[src/rtl/lcd_bus_pkg.sv]
package lcd_bus_pkg;

  localparam int BYTE_W = 8;

  typedef enum logic [2:0] {
    ST_IDLE,
    ST_SETUP,
    ST_HIGH,
    ST_HOLD,
    ST_GUARD
  } bus_state_t;

  // Round a nanosecond interval up to whole clock cycles, never below one.
  function automatic int ns_to_cycles(input int ns, input int clk_ns);
    int c;
    c = (ns + clk_ns - 1) / clk_ns;
    return (c < 1) ? 1 : c;
  endfunction

  function automatic int imax(input int a, input int b);
    return (a > b) ? a : b;
  endfunction

endpackage

[src/rtl/lcd_interval_timer.sv]
module lcd_interval_timer #(
  parameter int W = 8
) (
  input  logic         clk,
  input  logic         rst,
  input  logic         load,
  input  logic [W-1:0] load_val,
  output logic         expired
);

  logic [W-1:0] cnt;

  always_ff @(posedge clk) begin
    if (rst)             cnt <= '0;
    else if (load)       cnt <= load_val;
    else if (cnt != '0)  cnt <= cnt - 1'b1;
  end

  assign expired = (cnt == '0);

endmodule

[src/rtl/lcd_poll_watchdog.sv]
module lcd_poll_watchdog #(
  parameter int LIMIT = 16
) (
  input  logic clk,
  input  logic rst,
  input  logic clear,
  input  logic bump,
  output logic last
);

  localparam int W = $clog2(LIMIT + 1);

  logic [W-1:0] cnt;

  always_ff @(posedge clk) begin
    if (rst || clear)                  cnt <= '0;
    else if (bump && cnt != W'(LIMIT)) cnt <= cnt + 1'b1;
  end

  // The next busy result is the LIMIT-th one in a row.
  assign last = (cnt >= W'(LIMIT - 1));

endmodule

[src/rtl/lcd_lane_map.sv]
module lcd_lane_map
  import lcd_bus_pkg::*;
(
  input  logic              narrow,
  input  logic [BYTE_W-1:0] tx_byte,
  input  logic              tx_nib,
  output logic [BYTE_W-1:0] tx_lanes,
  input  logic [BYTE_W-1:0] cap_old,
  input  logic [BYTE_W-1:0] din,
  input  logic              rx_nib,
  output logic [BYTE_W-1:0] cap_new
);

  localparam int H = BYTE_W / 2;

  always_comb begin
    if (narrow) begin
      tx_lanes = {(tx_nib ? tx_byte[H-1:0] : tx_byte[BYTE_W-1:H]), {H{1'b0}}};
      cap_new  = rx_nib ? {cap_old[BYTE_W-1:H], din[BYTE_W-1:H]}
                        : {din[BYTE_W-1:H], cap_old[H-1:0]};
    end else begin
      tx_lanes = tx_byte;
      cap_new  = din;
    end
  end

endmodule

[src/rtl/lcd_bus_master.sv]
module lcd_bus_master
  import lcd_bus_pkg::*;
#(
  parameter int CLK_NS    = 8,
  parameter int SETUP_NS  = 100,
  parameter int STROBE_NS = 300,
  parameter int HOLD_NS   = 10,
  parameter int PERIOD_NS = 500,
  parameter int GUARD_NS  = 1000,
  parameter int POLL_MAX  = 16
) (
  input  logic              clk,
  input  logic              rst,
  input  logic              req_valid,
  output logic              req_ready,
  input  logic              req_regsel,
  input  logic              req_read,
  input  logic [BYTE_W-1:0] req_wdata,
  input  logic              req_poll,
  input  logic              nibble_mode,
  output logic              done,
  output logic [BYTE_W-1:0] rdata,
  output logic              timeout_err,
  output logic              bus_regsel,
  output logic              bus_read,
  output logic              bus_strobe,
  output logic [BYTE_W-1:0] bus_dout,
  output logic              bus_doe,
  input  logic [BYTE_W-1:0] bus_din
);

  localparam int SU_CYC    = ns_to_cycles(SETUP_NS, CLK_NS);
  localparam int PW_CYC    = ns_to_cycles(STROBE_NS, CLK_NS);
  localparam int HOLD_MIN  = ns_to_cycles(HOLD_NS, CLK_NS);
  localparam int CYC_CYC   = ns_to_cycles(PERIOD_NS, CLK_NS);
  localparam int LOW_CYC   = imax(HOLD_MIN, CYC_CYC - PW_CYC - SU_CYC);
  localparam int GUARD_CYC = ns_to_cycles(GUARD_NS, CLK_NS);
  localparam int TMAX      = imax(imax(SU_CYC, PW_CYC), imax(LOW_CYC, GUARD_CYC));
  localparam int TW        = $clog2(TMAX + 1);

  bus_state_t state, state_n;

  logic              cur_rs, cur_rd, cur_poll, cur_narrow, nib;
  logic [BYTE_W-1:0] cur_wd, cap;
  logic              accept;
  logic              src_rs, src_rd, src_narrow;
  logic [BYTE_W-1:0] src_wd;
  logic              tm_load, tm_exp;
  logic [TW-1:0]     tm_val;
  logic              wd_bump, wd_last;
  logic              go_setup, nib_n, poll_n, finish, fail_n, do_cap;
  logic              drv_rs, drv_rd, drv_oe;
  logic [BYTE_W-1:0] tx_lanes, cap_new;

  assign accept = req_valid && req_ready;

  // Values for the next strobe: request ports while idle, latched copy after.
  always_comb begin
    if (state == ST_IDLE) begin
      src_rs = req_regsel; src_rd = req_read; src_wd = req_wdata; src_narrow = nibble_mode;
    end else begin
      src_rs = cur_rs;     src_rd = cur_rd;   src_wd = cur_wd;    src_narrow = cur_narrow;
    end
  end

  lcd_interval_timer #(.W(TW)) i_timer (
    .clk(clk), .rst(rst), .load(tm_load), .load_val(tm_val), .expired(tm_exp)
  );

  lcd_poll_watchdog #(.LIMIT(POLL_MAX)) i_wdog (
    .clk(clk), .rst(rst), .clear(accept), .bump(wd_bump), .last(wd_last)
  );

  lcd_lane_map i_lanes (
    .narrow  (src_narrow),
    .tx_byte (src_wd),
    .tx_nib  (nib_n),
    .tx_lanes(tx_lanes),
    .cap_old (cap),
    .din     (bus_din),
    .rx_nib  (nib),
    .cap_new (cap_new)
  );

  always_comb begin
    state_n  = state;
    tm_load  = 1'b0;
    tm_val   = '0;
    go_setup = 1'b0;
    nib_n    = nib;
    poll_n   = cur_poll;
    finish   = 1'b0;
    fail_n   = 1'b0;
    do_cap   = 1'b0;
    wd_bump  = 1'b0;
    case (state)
      ST_IDLE: begin
        if (accept) begin
          go_setup = 1'b1;
          nib_n    = 1'b0;
          poll_n   = req_poll;
        end
      end
      ST_SETUP: begin
        if (tm_exp) begin
          state_n = ST_HIGH;
          tm_load = 1'b1;
          tm_val  = TW'(PW_CYC - 1);
        end
      end
      ST_HIGH: begin
        if (tm_exp) begin
          state_n = ST_HOLD;
          tm_load = 1'b1;
          tm_val  = TW'(LOW_CYC - 1);
          do_cap  = 1'b1;
        end
      end
      ST_HOLD: begin
        if (tm_exp) begin
          if (cur_narrow && !nib) begin
            go_setup = 1'b1;
            nib_n    = 1'b1;
          end else if (cur_poll) begin
            if (cap[BYTE_W-1]) begin
              if (wd_last) begin
                state_n = ST_IDLE;
                finish  = 1'b1;
                fail_n  = 1'b1;
              end else begin
                go_setup = 1'b1;
                nib_n    = 1'b0;
                wd_bump  = 1'b1;
              end
            end else begin
              state_n = ST_GUARD;
              tm_load = 1'b1;
              tm_val  = TW'(GUARD_CYC - 1);
              poll_n  = 1'b0;
            end
          end else begin
            state_n = ST_IDLE;
            finish  = 1'b1;
          end
        end
      end
      ST_GUARD: begin
        if (tm_exp) begin
          go_setup = 1'b1;
          nib_n    = 1'b0;
        end
      end
      default: state_n = ST_IDLE;
    endcase
    if (go_setup) begin
      state_n = ST_SETUP;
      tm_load = 1'b1;
      tm_val  = TW'(SU_CYC - 1);
    end
  end

  always_comb begin
    drv_rs = poll_n ? 1'b0 : src_rs;
    drv_rd = poll_n ? 1'b1 : src_rd;
    drv_oe = !poll_n && !src_rd;
  end

  always_ff @(posedge clk) begin
    if (rst) begin
      state       <= ST_IDLE;
      cur_rs      <= 1'b0;
      cur_rd      <= 1'b0;
      cur_wd      <= '0;
      cur_poll    <= 1'b0;
      cur_narrow  <= 1'b0;
      nib         <= 1'b0;
      cap         <= '0;
      bus_regsel  <= 1'b0;
      bus_read    <= 1'b0;
      bus_doe     <= 1'b0;
      bus_dout    <= '0;
      bus_strobe  <= 1'b0;
      req_ready   <= 1'b1;
      done        <= 1'b0;
      rdata       <= '0;
      timeout_err <= 1'b0;
    end else begin
      state    <= state_n;
      nib      <= nib_n;
      cur_poll <= poll_n;
      if (accept) begin
        cur_rs     <= req_regsel;
        cur_rd     <= req_read;
        cur_wd     <= req_wdata;
        cur_narrow <= nibble_mode;
      end
      if (do_cap) cap <= cap_new;
      if (go_setup) begin
        bus_regsel <= drv_rs;
        bus_read   <= drv_rd;
        bus_doe    <= drv_oe;
        bus_dout   <= drv_oe ? tx_lanes : '0;
      end else if (state_n == ST_IDLE || state_n == ST_GUARD) begin
        bus_doe  <= 1'b0;
        bus_dout <= '0;
      end
      bus_strobe <= (state_n == ST_HIGH);
      req_ready  <= (state_n == ST_IDLE);
      done       <= finish;
      if (finish) timeout_err <= fail_n;
      if (finish && !fail_n && cur_rd) rdata <= cap;
    end
  end

endmodule

[config.mk]
export PLATFORM = sky130hd
export DESIGN_NAME = lcd_bus_master
export DESIGN_NICKNAME = d
export VERILOG_FILES = /design/src/rtl/lcd_bus_pkg.sv /design/src/rtl/lcd_interval_timer.sv /design/src/rtl/lcd_poll_watchdog.sv /design/src/rtl/lcd_lane_map.sv /design/src/rtl/lcd_bus_master.sv
export SDC_FILE = /design/constraint.sdc
export NUM_CORES = 1
export LEC_CHECK = 0
export BUFFER_PORTS_ARGS = -buffer_cell sky130_fd_sc_hd__buf_2
export CELL_PAD_IN_SITES_DETAIL_PLACEMENT = 0
export CELL_PAD_IN_SITES_GLOBAL_PLACEMENT = 1
export CORE_ASPECT_RATIO = 1.1
export CORE_MARGIN = 10
export CORE_UTILIZATION = 42
export CTS_CLUSTER_DIAMETER = 200
export DETAILED_ROUTE_END_ITERATION = 12
export PLACE_DENSITY_LB_ADDON = 0.1
export SLEW_MARGIN = 20
export SYNTH_ARGS = -nofsm -noshare
export SYNTH_HDL_FRONTEND = slang
export SYNTH_SLANG_ARGS = --single-unit
[constraint.sdc]
create_clock -name clk -period 3.4 [get_ports clk]
set_clock_uncertainty 0.2 [all_clocks]
set_input_delay 0 -clock clk [delete_from_list [all_inputs] [get_ports clk]]
set_output_delay 0 -clock clk [all_outputs]
set_load 0.05 [all_outputs]
* Word-level counts from Yosys, hierarchy flattened
Index checks and enable logic that the tools add are counted.
** Storage, ports and cells
- Logic and storage cells :: 130
- Output and inout bits :: 23
- Input bits :: 23
- Flip-flop bits (word level) :: 59
** Cells by class
- Mux-type cells :: 76
- Order comparisons :: 1
- Reduce and logical (&&, ||, !) cells :: 22
- $add $sub $neg :: 2
- Equal/unequal tests :: 9
** Operators by type and width (number)
- 8-bit 2-to-1 mux :: 7
- 7-bit 2-to-1 mux :: 7
- 1-bit 2-to-1 mux :: 45
- 3-bit 2-to-1 mux :: 8
- 7-bit one-hot mux with 3 select lines :: 1
- 3-bit one-hot mux with 4 select lines :: 1
- 3-bit by 2-bit == test with 1-bit output (second input constant) :: 3
- 4-bit 2-to-1 mux :: 2
- 7-bit logical NOT :: 1
- 7-bit nonzero test :: 1
- 7-bit by 1-bit subtractor with 7-bit output (second input constant) :: 1
- 3-bit == test (second input constant) :: 2
- 1-bit logical AND :: 6
- 3-bit logical NOT :: 2
- 6-bit 2-to-1 mux :: 1
- 1-bit one-hot mux with 3 select lines :: 2
- 5-bit by 1-bit adder with 5-bit output (second input constant) :: 1
- 5-bit by 4-bit greater-or-equal comparator with 1-bit output (second input constant) :: 1
- 5-bit inequality test (second input constant) :: 1
- 1-bit logical NOT :: 4
- 2-bit inequality test (second input constant) :: 2
- 1-bit one-hot mux with 2 select lines :: 2
- 2-bit AND reduction :: 2
- 2-bit nonzero test :: 2
- other kinds (3) :: 5

* Logic depth before layout (Yosys ltp)
- Depth in word-level cells :: 12
- Mapped depth :: 10
- Mapped depth without buffers :: 9

* Hierarchy
A second synthesis with hierarchy kept.
** Unflattened totals
- Cells, all modules :: 377
- Area total of the unflattened synthesis :: 3027.9 um^2
** Modules (own cells, without submodules)
- lcd_bus_master :: area each 2134.5 um^2, cells each 269, times used 1, seq. area each 940.9 um^2
- lcd_interval_timer :: area each 399.1 um^2, cells each 47, times used 1, seq. area each 140.1 um^2
- lcd_poll_watchdog :: area each 284.0 um^2, cells each 33, times used 1, seq. area each 100.1 um^2
- lcd_lane_map :: area each 210.2 um^2, cells each 28, times used 1, seq. area each 0.0 um^2

* Worst setup path before layout
No wires, ideal clock.
- Kind :: reg2reg
- Start :: register i_wdog.cnt[0]
- End :: register i_timer.cnt[1]
- Path slack :: 924 ps
- Arrival time :: 2202 ps
- Buffers on the path :: 1
- Cell stages (with the launch flop) :: 11
- Period minus slack after synthesis :: 2476 ps
- Path through :: dfxtp_1 -> ha_1 -> and3_1 -> ha_1 -> and4bb_2 -> a211oi_2 -> o31ai_4 -> or2_1 -> buf_6 -> a211o_1 -> a31oi_1
** Between the ends
- Longest elaborated chain between the ends :: 9
- Elaborated cells on any way between the ends :: 11
- Those cells by class :: 1 x order compare; 9 x mux; 1 x reduce/logical
** Ends and longest elaborated chain
- from (decl) :: RTL line lcd_poll_watchdog.sv:13 : logic [W-1:0] cnt;
- from (signal assigned) :: RTL line lcd_poll_watchdog.sv:17 : else if (bump && cnt != W'(LIMIT)) cnt <= cnt + 1'b1;
- 5-bit by 4-bit greater-or-equal comparator with 1-bit output * :: RTL line lcd_poll_watchdog.sv:21 : assign last = (cnt >= W'(LIMIT - 1));
- 1-bit 2-to-1 mux * :: RTL line lcd_bus_master.sv:126 : if (wd_last) begin
- 1-bit 2-to-1 mux * :: RTL line lcd_bus_master.sv:125 : if (cap[BYTE_W-1]) begin
- 1-bit 2-to-1 mux * :: RTL line lcd_bus_master.sv:124 : end else if (cur_poll) begin
- 1-bit 2-to-1 mux * :: RTL line lcd_bus_master.sv:121 : if (cur_narrow && !nib) begin
- 1-bit 2-to-1 mux * :: RTL line lcd_bus_master.sv:120 : if (tm_exp) begin
- 1-bit one-hot mux with 3 select lines * :: RTL line lcd_bus_master.sv:96 : case (state)
- 7-bit 2-to-1 mux / 1-bit 2-to-1 mux (equally long branches) :: RTL line lcd_bus_master.sv:155 : if (go_setup) begin
- 7-bit 2-to-1 mux / 2-bit nonzero test (equally long branches)
- to (signal assigned) :: RTL line lcd_interval_timer.sv:15 : else if (load) cnt <= load_val;
- to (signal assigned) :: RTL line lcd_interval_timer.sv:16 : else if (cnt != '0) cnt <= cnt - 1'b1;
- to (decl) :: RTL line lcd_interval_timer.sv:11 : logic [W-1:0] cnt;
Every way passes the cells marked *; elsewhere a longest branch is shown, timed or not.
A chain may end at the register's enable or synchronous reset.

* Final worst setup path
- Start :: register i_wdog.cnt[0]
- End :: register bus_dout[2]
** Between the ends
- Longest elaborated chain between the ends :: 11
- Elaborated cells on any way between the ends :: 19
- Those cells by class :: 1 x order compare; 1 x eq/ne; 14 x mux; 3 x reduce/logical
** Ends and longest elaborated chain
- 5-bit by 4-bit greater-or-equal comparator with 1-bit output * :: RTL line lcd_poll_watchdog.sv:21
- 3-bit 2-to-1 mux / 1-bit 2-to-1 mux (equally long branches) :: RTL line lcd_bus_master.sv:126
- 3-bit 2-to-1 mux / 1-bit 2-to-1 mux (equally long branches) :: RTL line lcd_bus_master.sv:125
- 3-bit 2-to-1 mux / 1-bit 2-to-1 mux (equally long branches) :: RTL line lcd_bus_master.sv:124
- 3-bit 2-to-1 mux / 1-bit 2-to-1 mux (equally long branches) :: RTL line lcd_bus_master.sv:121
- 3-bit 2-to-1 mux / 1-bit 2-to-1 mux (equally long branches) :: RTL line lcd_bus_master.sv:120
- 3-bit one-hot mux with 4 select lines / 1-bit one-hot mux with 3 select lines (equally long branches) :: RTL line lcd_bus_master.sv:96
- 3-bit 2-to-1 mux :: RTL line lcd_bus_master.sv:155
- 3-bit == test / 3-bit logical NOT (equally long branches) :: RTL line lcd_bus_master.sv:203 : end else if (state_n == ST_IDLE || state_n == ST_GUARD) begin
- 1-bit logical OR :: RTL line lcd_bus_master.sv:203
- 2-bit nonzero test (no line)
- to (signal assigned) :: RTL line lcd_bus_master.sv:202 : bus_dout <= drv_oe ? tx_lanes : '0;
- to (decl) :: RTL line lcd_bus_master.sv:27 : output logic [BYTE_W-1:0] bus_dout,
Marks and branches as above.

==> results.py <==
metrics = {
    "clocking": {
        "clk_pin_slew_ns": 0.07,
        "cts_sinks": 59,
        "insertion_delay_ns": 0.34,
        "root_buffer": "clkbuf_8",
        "htreeDepth": 3,
        "cts_hold_buf": 24,
        "ctsResizeCount": 0,
        "cts_made_buffers": 9,
        "clock_path_buffers": 2,
        "cts_tree": "built",
        "postCtsSetupBuffers": 0,
    },
    "worst_setup_path": {
        "worstPathMaxFanout": 9,
        "r2r_end": "bus_dout[2]",
        "reg2reg_depth": 9,
        "criticalPathCategory": "reg2reg",
        "startpoint_type": "flip-flop",
        "end_kind": "flip-flop",
        "cp_slowest_cell": "and4b_1",
        "worstPathArrival_ns": 2.80,
        "ff2ff_setup_slack_ns": 0.66,
        "critical_path.max_stage_delay_ns": 0.41,
        "crit_top_cell": "ha_1",
        "cpLargestDelayFamily": "simple AND/OR/NAND/NOR gates",
        "crit_buf_inv": 0,
        "r2r_start": "i_wdog.cnt[0]",
        "cp.required_ns": 3.46,
        "path_cells": "ha_1 > and3_1 > ha_1 > and4bb_2 > a211oi_2 > o31ai_4 > and4b_1 > nand2_2 > o2bb2ai_1",
    },
    "timing": {
        "slew_violations": 0,
        "setup_viol": 0,
        "fmax_mhz": 365,
        "tightest_slew_ns": 0.497,
        "hold_viol": 0,
        "whs_ns": 0.0779,
        "setup_ws_ns": 0.662,
        "rsz0062_at_grt": "no",
        "fin_crit_sh_pct": 80.5,
        "setup_tns_ns": 0,
        "slew_headroom_pct": 66.7,
        "period_minus_slack_ns": 2.74,
    },
    "routing": {
        "wire_per_inst_um": 15.4,
        "ant_nets": 0,
        "drt_iter0_markers": 74,
        "wirelength_mm": 6.94,
        "route.detailed.drc": 0,
        "dr.pass1.iters": 4,
        "vias": 2285,
        "via_per_inst": 5.07,
    },
    "synth": {
        "synthTopCellsByArea": "dfxtp_1, mux2i_1, nand2_1",
        "yosys_warnings": 0,
        "seq_area_frac_synth_pct": 42.1,
        "postSynth.asyncResetShare_pct": 0,
        "syn_nets": 328,
        "synth_cell_type_count": 60,
        "synth_edf_count": 0,
        "synth_seq_cells": 59,
        "synth-main-ff-cell": "dfxtp_1",
        "yosysTopAreaCell": "dfxtp_1",
        "syn_inst": 301,
        "yosysMostFrequentCell": "dfxtp_1",
        "synthTopCellsByCount": "dfxtp_1, nand2_1, nor2_1",
        "syn_area_sq_mm": 0.00281,
        "synth_area_per_cell_sq_um": 9.32,
        "yosysTopAreaCellShare_pct": 42.1,
    },
    "hold_path": {
        "hp-class": "in2reg",
        "hold_start": "req_valid",
        "min_path_cells": 5,
        "hold_end": "cur_narrow",
    },
    "pwr": {
        "leakage_nw": 1.42,
        "ir_drop_uv": 306,
        "p_per_area_mw_per_mm2": 660,
    },
    "global_routing": {
        "grt_pass1_vias": 2371,
        "grt_max_degree": 34,
        "grt_pass1_wl_mm": 11.6,
        "grt_usage_pct": 13.8,
        "antenna_found_initial": 0,
        "grt-ovfl-total": 0,
    },
    "floorplan": {
        "rows": 31,
        "dieWidth_um": 97.9,
        "core_area_sq_mm": 0.00656,
        "die_h_um": 106,
        "die-area_sq_mm": 0.0104,
        "start_util_pct": 42.8,
        "io_pins": 46,
    },
    "final_layout": {
        "drive_gt1_share_pct": 21.7,
        "fillers": 650,
        "seqCellArea_sq_mm": 0.00118,
        "nNetsFinal": 393,
        "antenna_cells": 0,
        "post-route-util_pct": 52.2,
        "area_growth_pct": 22.0,
        "stdcell_count": 451,
        "multiInputGateArea_sq_mm": 0.00148,
    },
    "job": {
        "drv_cap": 0,
    },
    "placed_design": {
        "post-place-cells": 413,
        "place.gp.congestion": 0.778,
        "place_worst_setup_slack_ns": 0.651,
        "port_buffers": 45,
        "hpwl_mm": 4.93,
    },
    "run_status": {
        "outcome": "completed",
    },
}
logic make-up (layout without fill, tap and decap cells):
group | Yosys count | in the layout | synth area share [%]
AOI/OAI and AO/OA | 62 | 62 | 16.3
buffers and inverters | 25 | 93 | 5.26
DFF | 59 | 59 | 42.1
xor gates and xnor gates | 6 | 6 | 1.87
adders and majority gates | 4 | 4 | 1.78
and+or+nand+nor | 116 | 116 | 22.2
muxes | 29 | 29 | 10.4
placed cells by master (no fill, tap or decap), types with 2 or more instances in the layout:
master         instances
dfxtp_1               59
buf_2                 45
nand2_1               38
nor2_1                36
mux2i_1               27
dlygate4sd3_1         24
a21oi_1               19
clkbuf_8               9
inv_1                  7
o21ai_0                6
nand3b_1               6
a211oi_1               6
nand3_1                4
a22o_1                 4
xnor2_1                4
o2bb2ai_1              4
ha_1                   4
clkinv_2               4
and2_1                 3
or3_1                  3
nor2b_1                3
buf_4                  3
nor3_4                 2
nand2_2                2
mux2_2                 2
nand2b_1               2
nand4_1                2
a41oi_1                2
xor2_1                 2
nor3_1                 2
a21o_1                 2
a31oi_1                2
a221oi_1               2
worst max path at each step:
stage                     depth (start not counted)           from             end
after floorplan                                  10  i_wdog.cnt[0]  i_timer.cnt[1]
after global placement                            9  i_wdog.cnt[0]     bus_dout[7]
after detailed placement                          9  i_wdog.cnt[0]     bus_dout[6]
after CTS                                         9  i_wdog.cnt[0]     bus_dout[3]
after global routing                              9  i_wdog.cnt[0]     bus_dout[2]
final                                             9  i_wdog.cnt[0]     bus_dout[2]
sequential cells by signal, summed over array words and instances, names as in the netlist:
register / cells
cur_poll: 1
cap: 8
bus_doe: 1
bus_dout: 8
rdata: 8
i_wdog.cnt: 5
bus_read: 1
cur_rs: 1
cur_rd: 1
nib: 1
cur_narrow: 1
timeout_err: 1
bus_strobe: 1
cur_wd: 8
state: 3
req_ready: 1
bus_regsel: 1
i_timer.cnt: 7
done: 1
stage by stage:
step	total power [mW]	instance area, sq um
CTS	2.28	3420
detailed placement	1.75	3030
floorplan	1.60	2810
finish	2.26	3420
global placement	1.74	3030
global route	2.41	3420
routing by layer:
metal  track usage, %  wire length [um]  share of wire [%]
met4             6.55               116                1.7
met3             4.11               257                3.7
met1             15.2              3080                 44
met5                0                 0                  0
met2             23.8              3480                 50
cell type report:
class / count / area share, %
clock buffer: 10 / 3.73
clock inverter: 4 / 0.585
inverter: 7 / 0.768
multi-input combinational: 217 / 43.1
sequential: 59 / 34.5
tap: 82 / 3.00
timing repair buffer: 72 / 14.3
worst reg2reg max path, stage by stage (launching register included):
cell       delay (ns)
dfxtp_1          0.35
ha_1             0.23
and3_1           0.19
ha_1             0.20
and4bb_2         0.31
a211oi_2         0.09
o31ai_4          0.38
and4b_1          0.41
nand2_2          0.13
o2bb2ai_1        0.18
power breakdown:
group          switching, mW  internal (mW)
sequential            0.0897          0.780
clock                  0.261          0.251
combinational          0.534          0.343
(Power assumes the default switching activity.)
